File: src/rtl/bxag_pkg.sv
package bxag_pkg;

    localparam int AW         = 32;
    localparam int NREGS      = 16;
    localparam int IDX_W      = $clog2(NREGS);
    localparam int CNT_W      = $clog2(NREGS + 1);
    localparam int WORD_BYTES = 4;

    typedef enum logic [1:0] {
        AM_UP_POST = 2'd0,
        AM_UP_PRE  = 2'd1,
        AM_DN_POST = 2'd2,
        AM_DN_PRE  = 2'd3
    } addr_mode_e;

    typedef struct packed {
        logic [IDX_W-1:0] idx;
        logic [AW-1:0]    addr;
        logic             load;
    } beat_t;

    typedef struct packed {
        logic [AW-1:0] first;
        logic [AW-1:0] final_base;
    } plan_t;

    function automatic logic [CNT_W-1:0] bits_set(input logic [NREGS-1:0] v);
        logic [CNT_W-1:0] n;
        n = '0;
        for (int i = 0; i < NREGS; i++) begin
            n = n + CNT_W'(v[i]);
        end
        return n;
    endfunction

endpackage

File: src/rtl/bxag_plan.sv
module bxag_plan
    import bxag_pkg::*;
#(
    parameter int P_AW    = AW,
    parameter int P_NREGS = NREGS,
    parameter int P_STEP  = WORD_BYTES
) (
    input  logic [P_AW-1:0]    base_i,
    input  logic [P_NREGS-1:0] list_i,
    input  addr_mode_e         mode_i,
    output plan_t              plan_o
);
    localparam int SH = $clog2(P_STEP);

    logic [P_AW-1:0] span;
    logic [P_AW-1:0] bottom;
    logic            down;
    logic            pre;

    always_comb begin
        span   = P_AW'(bits_set(list_i)) << SH;
        down   = mode_i[1];
        pre    = mode_i[0];
        bottom = down ? (base_i - span) : base_i;
        plan_o.first      = (pre ^ down) ? (bottom + P_AW'(P_STEP)) : bottom;
        plan_o.final_base = down ? (base_i - span) : (base_i + span);
    end

endmodule

File: src/rtl/bxag_pick.sv
module bxag_pick #(
    parameter int N   = 16,
    parameter int IW  = $clog2(N)
) (
    input  logic [N-1:0]  vec_i,
    output logic [N-1:0]  onehot_o,
    output logic [IW-1:0] idx_o
);
    logic [N:0] seen;

    assign seen[0] = 1'b0;

    for (genvar g = 0; g < N; g++) begin : g_chain
        assign onehot_o[g] = vec_i[g] & ~seen[g];
        assign seen[g+1]   = seen[g] | vec_i[g];
    end

    always_comb begin
        idx_o = '0;
        for (int i = 0; i < N; i++) begin
            if (onehot_o[i]) idx_o = idx_o | IW'(i);
        end
    end

endmodule

File: src/rtl/blk_xfer_agen.sv
module blk_xfer_agen
    import bxag_pkg::*;
(
    input  logic             clk,
    input  logic             rst,
    input  logic             start_i,
    input  logic [AW-1:0]    base_i,
    input  logic [NREGS-1:0] list_i,
    input  logic [1:0]       mode_i,
    input  logic             is_load_i,
    input  logic             wb_en_i,
    output logic             busy_o,
    output logic             beat_valid_o,
    input  logic             beat_ready_i,
    output logic [IDX_W-1:0] beat_reg_o,
    output logic [AW-1:0]    beat_addr_o,
    output logic             beat_load_o,
    output logic             done_o,
    output logic             wb_valid_o,
    output logic [AW-1:0]    wb_base_o
);
    plan_t            plan;
    logic             busy_q;
    logic             done_q;
    logic             wb_q;
    logic             load_q;
    logic [NREGS-1:0] left_q;
    logic [AW-1:0]    addr_q;
    logic [AW-1:0]    final_q;
    logic [NREGS-1:0] pick_oh;
    logic [IDX_W-1:0] pick_idx;
    logic             take;
    logic             fire;
    logic             last;
    beat_t            beat;

    bxag_plan #(.P_AW(AW), .P_NREGS(NREGS), .P_STEP(WORD_BYTES)) u_plan (
        .base_i (base_i),
        .list_i (list_i),
        .mode_i (addr_mode_e'(mode_i)),
        .plan_o (plan)
    );

    bxag_pick #(.N(NREGS), .IW(IDX_W)) u_pick (
        .vec_i    (left_q),
        .onehot_o (pick_oh),
        .idx_o    (pick_idx)
    );

    assign take = start_i & ~busy_q;
    assign fire = busy_q & beat_ready_i;
    assign last = ~|(left_q & ~pick_oh);

    always_ff @(posedge clk) begin
        if (rst) begin
            busy_q  <= 1'b0;
            done_q  <= 1'b0;
            wb_q    <= 1'b0;
            load_q  <= 1'b0;
            left_q  <= '0;
            addr_q  <= '0;
            final_q <= '0;
        end else begin
            done_q <= 1'b0;
            if (take) begin
                left_q  <= list_i;
                addr_q  <= plan.first;
                final_q <= plan.final_base;
                load_q  <= is_load_i;
                wb_q    <= wb_en_i;
                busy_q  <= |list_i;
                done_q  <= ~|list_i;
            end else if (fire) begin
                left_q <= left_q & ~pick_oh;
                addr_q <= addr_q + AW'(WORD_BYTES);
                if (last) begin
                    busy_q <= 1'b0;
                    done_q <= 1'b1;
                end
            end
        end
    end

    always_comb begin
        beat.idx  = pick_idx;
        beat.addr = addr_q;
        beat.load = load_q;
    end

    assign busy_o       = busy_q;
    assign beat_valid_o = busy_q;
    assign beat_reg_o   = beat.idx;
    assign beat_addr_o  = beat.addr;
    assign beat_load_o  = beat.load;
    assign done_o       = done_q;
    assign wb_valid_o   = done_q & wb_q;
    assign wb_base_o    = final_q;

    // address rises by one word between consecutive beats
    a_r4_addr_step: assert property (@(posedge clk) disable iff (rst)
        (beat_valid_o && beat_ready_i && !last) |=> (beat_addr_o == $past(beat_addr_o) + AW'(WORD_BYTES)));

    // register indices strictly ascend
    a_r5_reg_ascend: assert property (@(posedge clk) disable iff (rst)
        (beat_valid_o && beat_ready_i && !last) |=> (beat_valid_o && beat_reg_o > $past(beat_reg_o)));

    // stalled beat holds
    a_r6_stall_hold: assert property (@(posedge clk) disable iff (rst)
        (beat_valid_o && !beat_ready_i) |=> (beat_valid_o && $stable(beat_addr_o) && $stable(beat_reg_o)));

    // completion follows last acceptance and lasts one cycle
    a_r8_done_after_last: assert property (@(posedge clk) disable iff (rst)
        (beat_valid_o && beat_ready_i && last) |=> (done_o && !busy_o));
    a_r8_done_single: assert property (@(posedge clk) disable iff (rst)
        done_o |=> !done_o);

    // empty request completes at once with the base untouched
    a_r9_empty_list: assert property (@(posedge clk) disable iff (rst)
        (start_i && !busy_o && list_i == '0) |=> (done_o && !beat_valid_o && wb_base_o == $past(base_i)));

    // start while busy leaves the transfer alone
    a_r10_start_ignored: assert property (@(posedge clk) disable iff (rst)
        (busy_o && start_i) |=> ($stable(wb_base_o) && $stable(beat_load_o)));

endmodule

File: config.mk
export PLATFORM = sky130hd
export DESIGN_NAME = blk_xfer_agen
export DESIGN_NICKNAME = d
export VERILOG_FILES = /design/src/rtl/bxag_pkg.sv /design/src/rtl/bxag_plan.sv /design/src/rtl/bxag_pick.sv /design/src/rtl/blk_xfer_agen.sv
export SDC_FILE = /design/constraint.sdc
export NUM_CORES = 1
export LEC_CHECK = 0
export BUFFER_PORTS_ARGS = -buffer_cell sky130_fd_sc_hd__buf_2
export CORE_MARGIN = 2
export CORE_UTILIZATION = 30
export CTS_CLUSTER_DIAMETER = 150
export CTS_CLUSTER_SIZE = 20
export DETAILED_ROUTE_END_ITERATION = 7
export PLACE_DENSITY_LB_ADDON = 0.08
export SYNTH_ARGS = -nofsm -noshare
export SYNTH_HDL_FRONTEND = slang
export SYNTH_SLANG_ARGS = --single-unit
export TNS_END_PERCENT = 30
File: constraint.sdc
create_clock -name clk -period 7.06 [get_ports clk]
set_input_delay 1.059 -clock clk [delete_from_list [all_inputs] [get_ports clk]]
set_output_delay 1.059 -clock clk [all_outputs]
set_load 0.02 [all_outputs]
* Yosys cells after proc, flatten, opt, wreduce, memory -nomap -nowiden
Cells that the tools add are included.
Widths: inputs -> output; s select.
** Operators by class
- Bitwise logic cells :: 51
- $add $sub $neg :: 19
- Equality and inequality tests :: 1
- Multiplexer cells :: 28
- Reduce and logical (&&, ||, !) cells :: 5
** Operator list (number)
- $mux 32 :: 5
- $add 5x1->5 :: 14
- $add 32x3->32 const B :: 2
- $add 32x7->32 :: 1
- $mux 16 :: 2
- $mux 4 :: 8
- $reduce_or 16->1 :: 2
- $sub 32x7->32 :: 1
- $and 1x1->1 :: 18
- $and 16x16->16 :: 1
- $not 1->1 :: 16
- $not 16->16 :: 1
- $or 1x1->1 :: 14
- $mux 3 :: 4
- $mux 1 :: 7
- $mux 2 :: 2
- $add 1x1->2 :: 1
- $ne 2x2->1 const B :: 1
- $reduce_and 2->1 :: 1
- $reduce_bool 2->1 :: 1
- $logic_not 1->1 :: 1
- $xor 1x1->1 :: 1
** Storage, ports and cells
- Output and inout bits :: 73
- Bits of input ports :: 56
- Bits in registers :: 84

* Longest topological paths before layout
- Word-level depth :: 22
- Depth in mapped cells :: 28

* Cells and area by module
A second synthesis with hierarchy kept.
** Unflattened totals
- Cells, all modules :: 956
- Area, all modules :: 7186.9 µm²
** Modules (own cells, without submodules)
- blk_xfer_agen :: times used 1, area an instance 3873.7 µm², cells each 498
- bxag_plan :: times used 1, area an instance 2980.4 µm², cells each 407
- bxag_pick :: times used 1, area an instance 332.8 µm², cells each 51

* Worst setup path after synthesis
Ideal clock, no wire load.
- Path kind :: input -> register
- From :: input list_i[1]
- To :: register addr_q[19] (netlist: beat_addr_o[19])
- Setup slack :: -0.390 ns
- Required time :: 6.944 ns
- Arrival time :: 7.334 ns
- Stages :: 23
- Buffers on the path :: 2
- Cell sequence :: inv_1 -> ha_1 -> inv_1 -> fa_1 -> fa_1 -> fa_1 -> fa_1 -> fa_1 -> fa_1 -> nor2b_1 -> o21a_1 -> inv_1 -> ha_1 -> or3_1 -> buf_2 -> or4_1 -> a22o_1 -> or2_4 -> or4_1 -> buf_2 -> nand2b_4 -> or4_1 -> o211a_1
** Between the ends
- Word-level cells in the longest chain between the ends :: 20
** Ends and longest elaborated chain
- start, declared :: RTL line blk_xfer_agen.sv:8 : input logic [NREGS-1:0] list_i,
- $add 1x1->2 (*) :: RTL line bxag_pkg.sv:31 : n = n + CNT_W'(v[i]);
- $add 5x1->5 (*) (14 in a row) :: RTL line bxag_pkg.sv:31
- $sub 32x7->32 (*) :: RTL line bxag_plan.sv:24 : bottom = down ? (base_i - span) : base_i;
- $mux 32 (*) :: RTL line bxag_plan.sv:24
- $add 32x3->32 :: RTL line bxag_plan.sv:25 : plan_o.first = (pre ^ down) ? (bottom + P_AW'(P_STEP)) : bottom;
- $mux 32 (*) :: RTL line bxag_plan.sv:25
- $mux 32 (*) :: RTL line blk_xfer_agen.sv:65 : if (take) begin
- end signal, assigned :: RTL line blk_xfer_agen.sv:67 : addr_q <= plan.first;
- end signal, assigned :: RTL line blk_xfer_agen.sv:75 : addr_q <= addr_q + AW'(WORD_BYTES);
- end, declared :: RTL line blk_xfer_agen.sv:28 : logic [AW-1:0] addr_q;
Every way passes the cells marked *; elsewhere a longest branch is shown, timed or not.
A chain may end at the register's enable or synchronous reset.

* Worst setup path in the final report
Same ends and word-level chain as after synthesis.

==> impl_metrics.toml <==
[pwr]
p_int_mw = 1.45
pwr-share-comb_pct = 58.3
p_seq_share_pct = 23.2
clkPwrFrac_pct = 18.5
power_density_nw_per_um2 = 281
p_sw_mw = 1.04
switching_share_pct = 41.6
p_leak_nw = 3.74
peakVddDrop_mv = 0.158

[job]
maxCapViolations = 0

[global_routing]
antenna_found_initial = 0
grt_max_degree = 81
grt_pass1_vias = 6914
globalRoute.totalOverflow = 0
grt_usage_pct = 20.2
grt_pass1_wl_um = 38400

[finish]
final_common_cell = "buf_2"
postLayoutCoreUtil_pct = 40.6
multi_input_area_um2 = 4910
antennaDiodeCount = 0
drive_gt1_share_pct = 27.6
areaGrowthSynthToFinish_pct = 32.9
regArea_um2 = 1680
fill_cells = 2385
final_cell_mix = "buf_2, nand2_1, buf_4"
fin_nets = 1192

[place]
hpwl_um = 17900
numPortBuffers = 128
gp_congestion = 0.867

[floorplan]
die_x_um = 153
die_h_um = 153
core_um2 = 21800
top_level_ports = 129
rows = 54
start_util_pct = 30.6
die_area_um2 = 23500

[clocking]
root_buffer = "clkbuf_16"
clock_latency_ns = 0.35
cts_sinks = 84
cts_max_level = 3
max-clock-path-buffers = 2
cts_tree = "done"
clkSlewWorstSetupHoldPaths_ns = 0.06
postCtsHoldBufs = 0
cts-buffers-inserted = 9

[worst_setup_path]
end_kind = "flop"
start_kind = "input pin"
cp.arrival_ns = 7.27
critPathMaxFanout = 4
crit_chain = "buf_12 > inv_12 > ha_4 > inv_2 > fa_1 > fa_1 > fa_2 > fa_1 > fa_2 > fa_2 > inv_2 > ha_4 > nor2_4 > o311a_1 > or4_4 > a22o_1 > or2_4 > or4_4 > nand2b_4 > or4_1 > o211a_1"
cp_slowest_stage_delay_ns = 0.59
crit_family = "adder cells"
reg2reg_setup_slack_ns = 4.27
critPathSlowestCell = "fa_2"
required_ns = 7.30
path_buf_inv = 4
crit_type = "in -> reg"

[sta]
setup_violations = 0
finalHoldViolCount = 0
timing.final.crit_share_pct = 99.6
skew_ns = 0.00643
slew_headroom_pct = 23.9
tightest_slew_ns = 1.13
fin_crit_ns = 7.03
max_freq_ghz = 0.142
rsz0062_at_grt = "true"
fin_setup_tns_ns = 0
slew_violations = 0

[drt]
num_vias = 7082
route.detailed.drc = 0
ant_nets = 0
drt_iter0_markers = 383
wl_per_cell_um = 16.9
via_per_inst = 5.10
drtPass1Iterations = 5
wl_um = 23400

[synth]
async_flop_share_pct = 0
synth_nets = 997
synth_cell_types = 69
syn-cell-area_um2 = 6670
synth_edf_count = 0
yosysWarnings = 0
synth_top_area_cell = "dfxtp_1"
syn_inst = 910
ys_seq_elements = 84
synth_area_leaders = "dfxtp_1, xnor2_1, nand2_1"
synth-seq-area-share_pct = 25.2
avgSynthCellArea_um2 = 7.33
synth-main-ff-cell = "dfxtp_1"
synth_top_area_share_pct = 25.2

[min_path]
hold_class = "reg -> reg"

[status]
run_status = "completed"
==> power by group through the flow <==
stage / Clock, mW / Combinational (mW) / Sequential (mW)
floorplan: 0 / 0.790 / 0.630
global placement: 0 / 1.38 / 0.587
detailed placement: 0 / 1.38 / 0.588
CTS: 0.474 / 1.40 / 0.577
global route: 0.495 / 1.61 / 0.586
finish: 0.460 / 1.45 / 0.577
==> through the flow <==
stage	power (mW)	setup slack (ns)	hold slack, ns	area, um^2	std cells
floorplan	1.42	-0.218	0.432	6760	910
global placement	1.97	-0.464	0.439	8340	1372
detailed placement	1.96	-0.505	0.441	8340	1372
CTS	2.45	0.000803	0.455	8640	1387
global route	2.69	-0.113	0.471	8860	1389
finish	2.49	0.0259	0.451	8860	1389
==> layout make-up <==
type / count / share of cell area [%]
multi-input cells: 732 / 55.4
well taps: 280 / 3.95
repair buffers: 235 / 16.7
clock buffers: 11 / 2.74
clock inverters: 4 / 0.296
flip-flops and latches: 84 / 19.0
inverters: 43 / 2.02
==> Yosys cell counts, types with 16 or more instances <==
master	instances
a21oi_1	51
a211oi_1	22
xnor2_1	52
dfxtp_1	84
nor4_1	21
xor2_1	37
nand4_1	16
nor3_1	40
o21ai_0	29
nand2_1	118
and3_1	16
nand3_1	30
nor2_1	97
inv_1	42
ha_1	19
clkbuf_1	43
==> registers in the layout, summed over array words and instances (netlist names) <==
name	flops
beat_addr_o	32
wb_base_o	32
left_q	16
beat_load_o	1
beat_valid_o	1
done_o	1
wb_q	1
==> tightest hold or removal path, cell delays in order (launching register included) <==
cell and delay (ns):
dfxtp_1 0.31, nand2_1 0.05, a21oi_1 0.05
==> timing repair <==
action                                  in CTS  in global routing
resized for setup                            6                 42
setup buffers                                0                  2
endpoints found under the setup margin      11                 13
pin swaps                                    2                  9
cloned                                       0                  0
==> per-layer routing <==
| layer | vias to the layer above | global-route usage (%) | wire length (um) |
|---|---|---|---|
| li1 | 3623 | - | - |
| met1 | 3304 | 29.4 | 11700 |
| met2 | 140 | 31.8 | 10500 |
| met3 | 15 | 2.50 | 905 |
| met4 | 0 | 4.76 | 262 |
| met5 | - | 0 | 0 |
==> cells by family (layout without fill, tap and decap cells) <==
group,after synthesis,count (layout),share of synthesized area [%]
xor gates and xnor gates,89,89,11.7
AOI/OAI and AO/OA,190,190,19.0
muxes,6,6,0.900
adders and majority gates,35,35,7.76
DFF,84,84,25.2
buffers and inverters,94,293,5.38
and+or+nand+nor,412,412,30.1
==> path summary, 6_finish.rpt <==
path                      start         endpoint  cells after the start
setup / recovery      list_i[1]  beat_addr_o[19]                     21
hold / removal    wb_base_o[24]    wb_base_o[24]                      2
setup reg to reg      left_q[4]     beat_valid_o                      9
hold reg to reg   wb_base_o[24]    wb_base_o[24]                      2
Power figures use the tool's default switching activity.
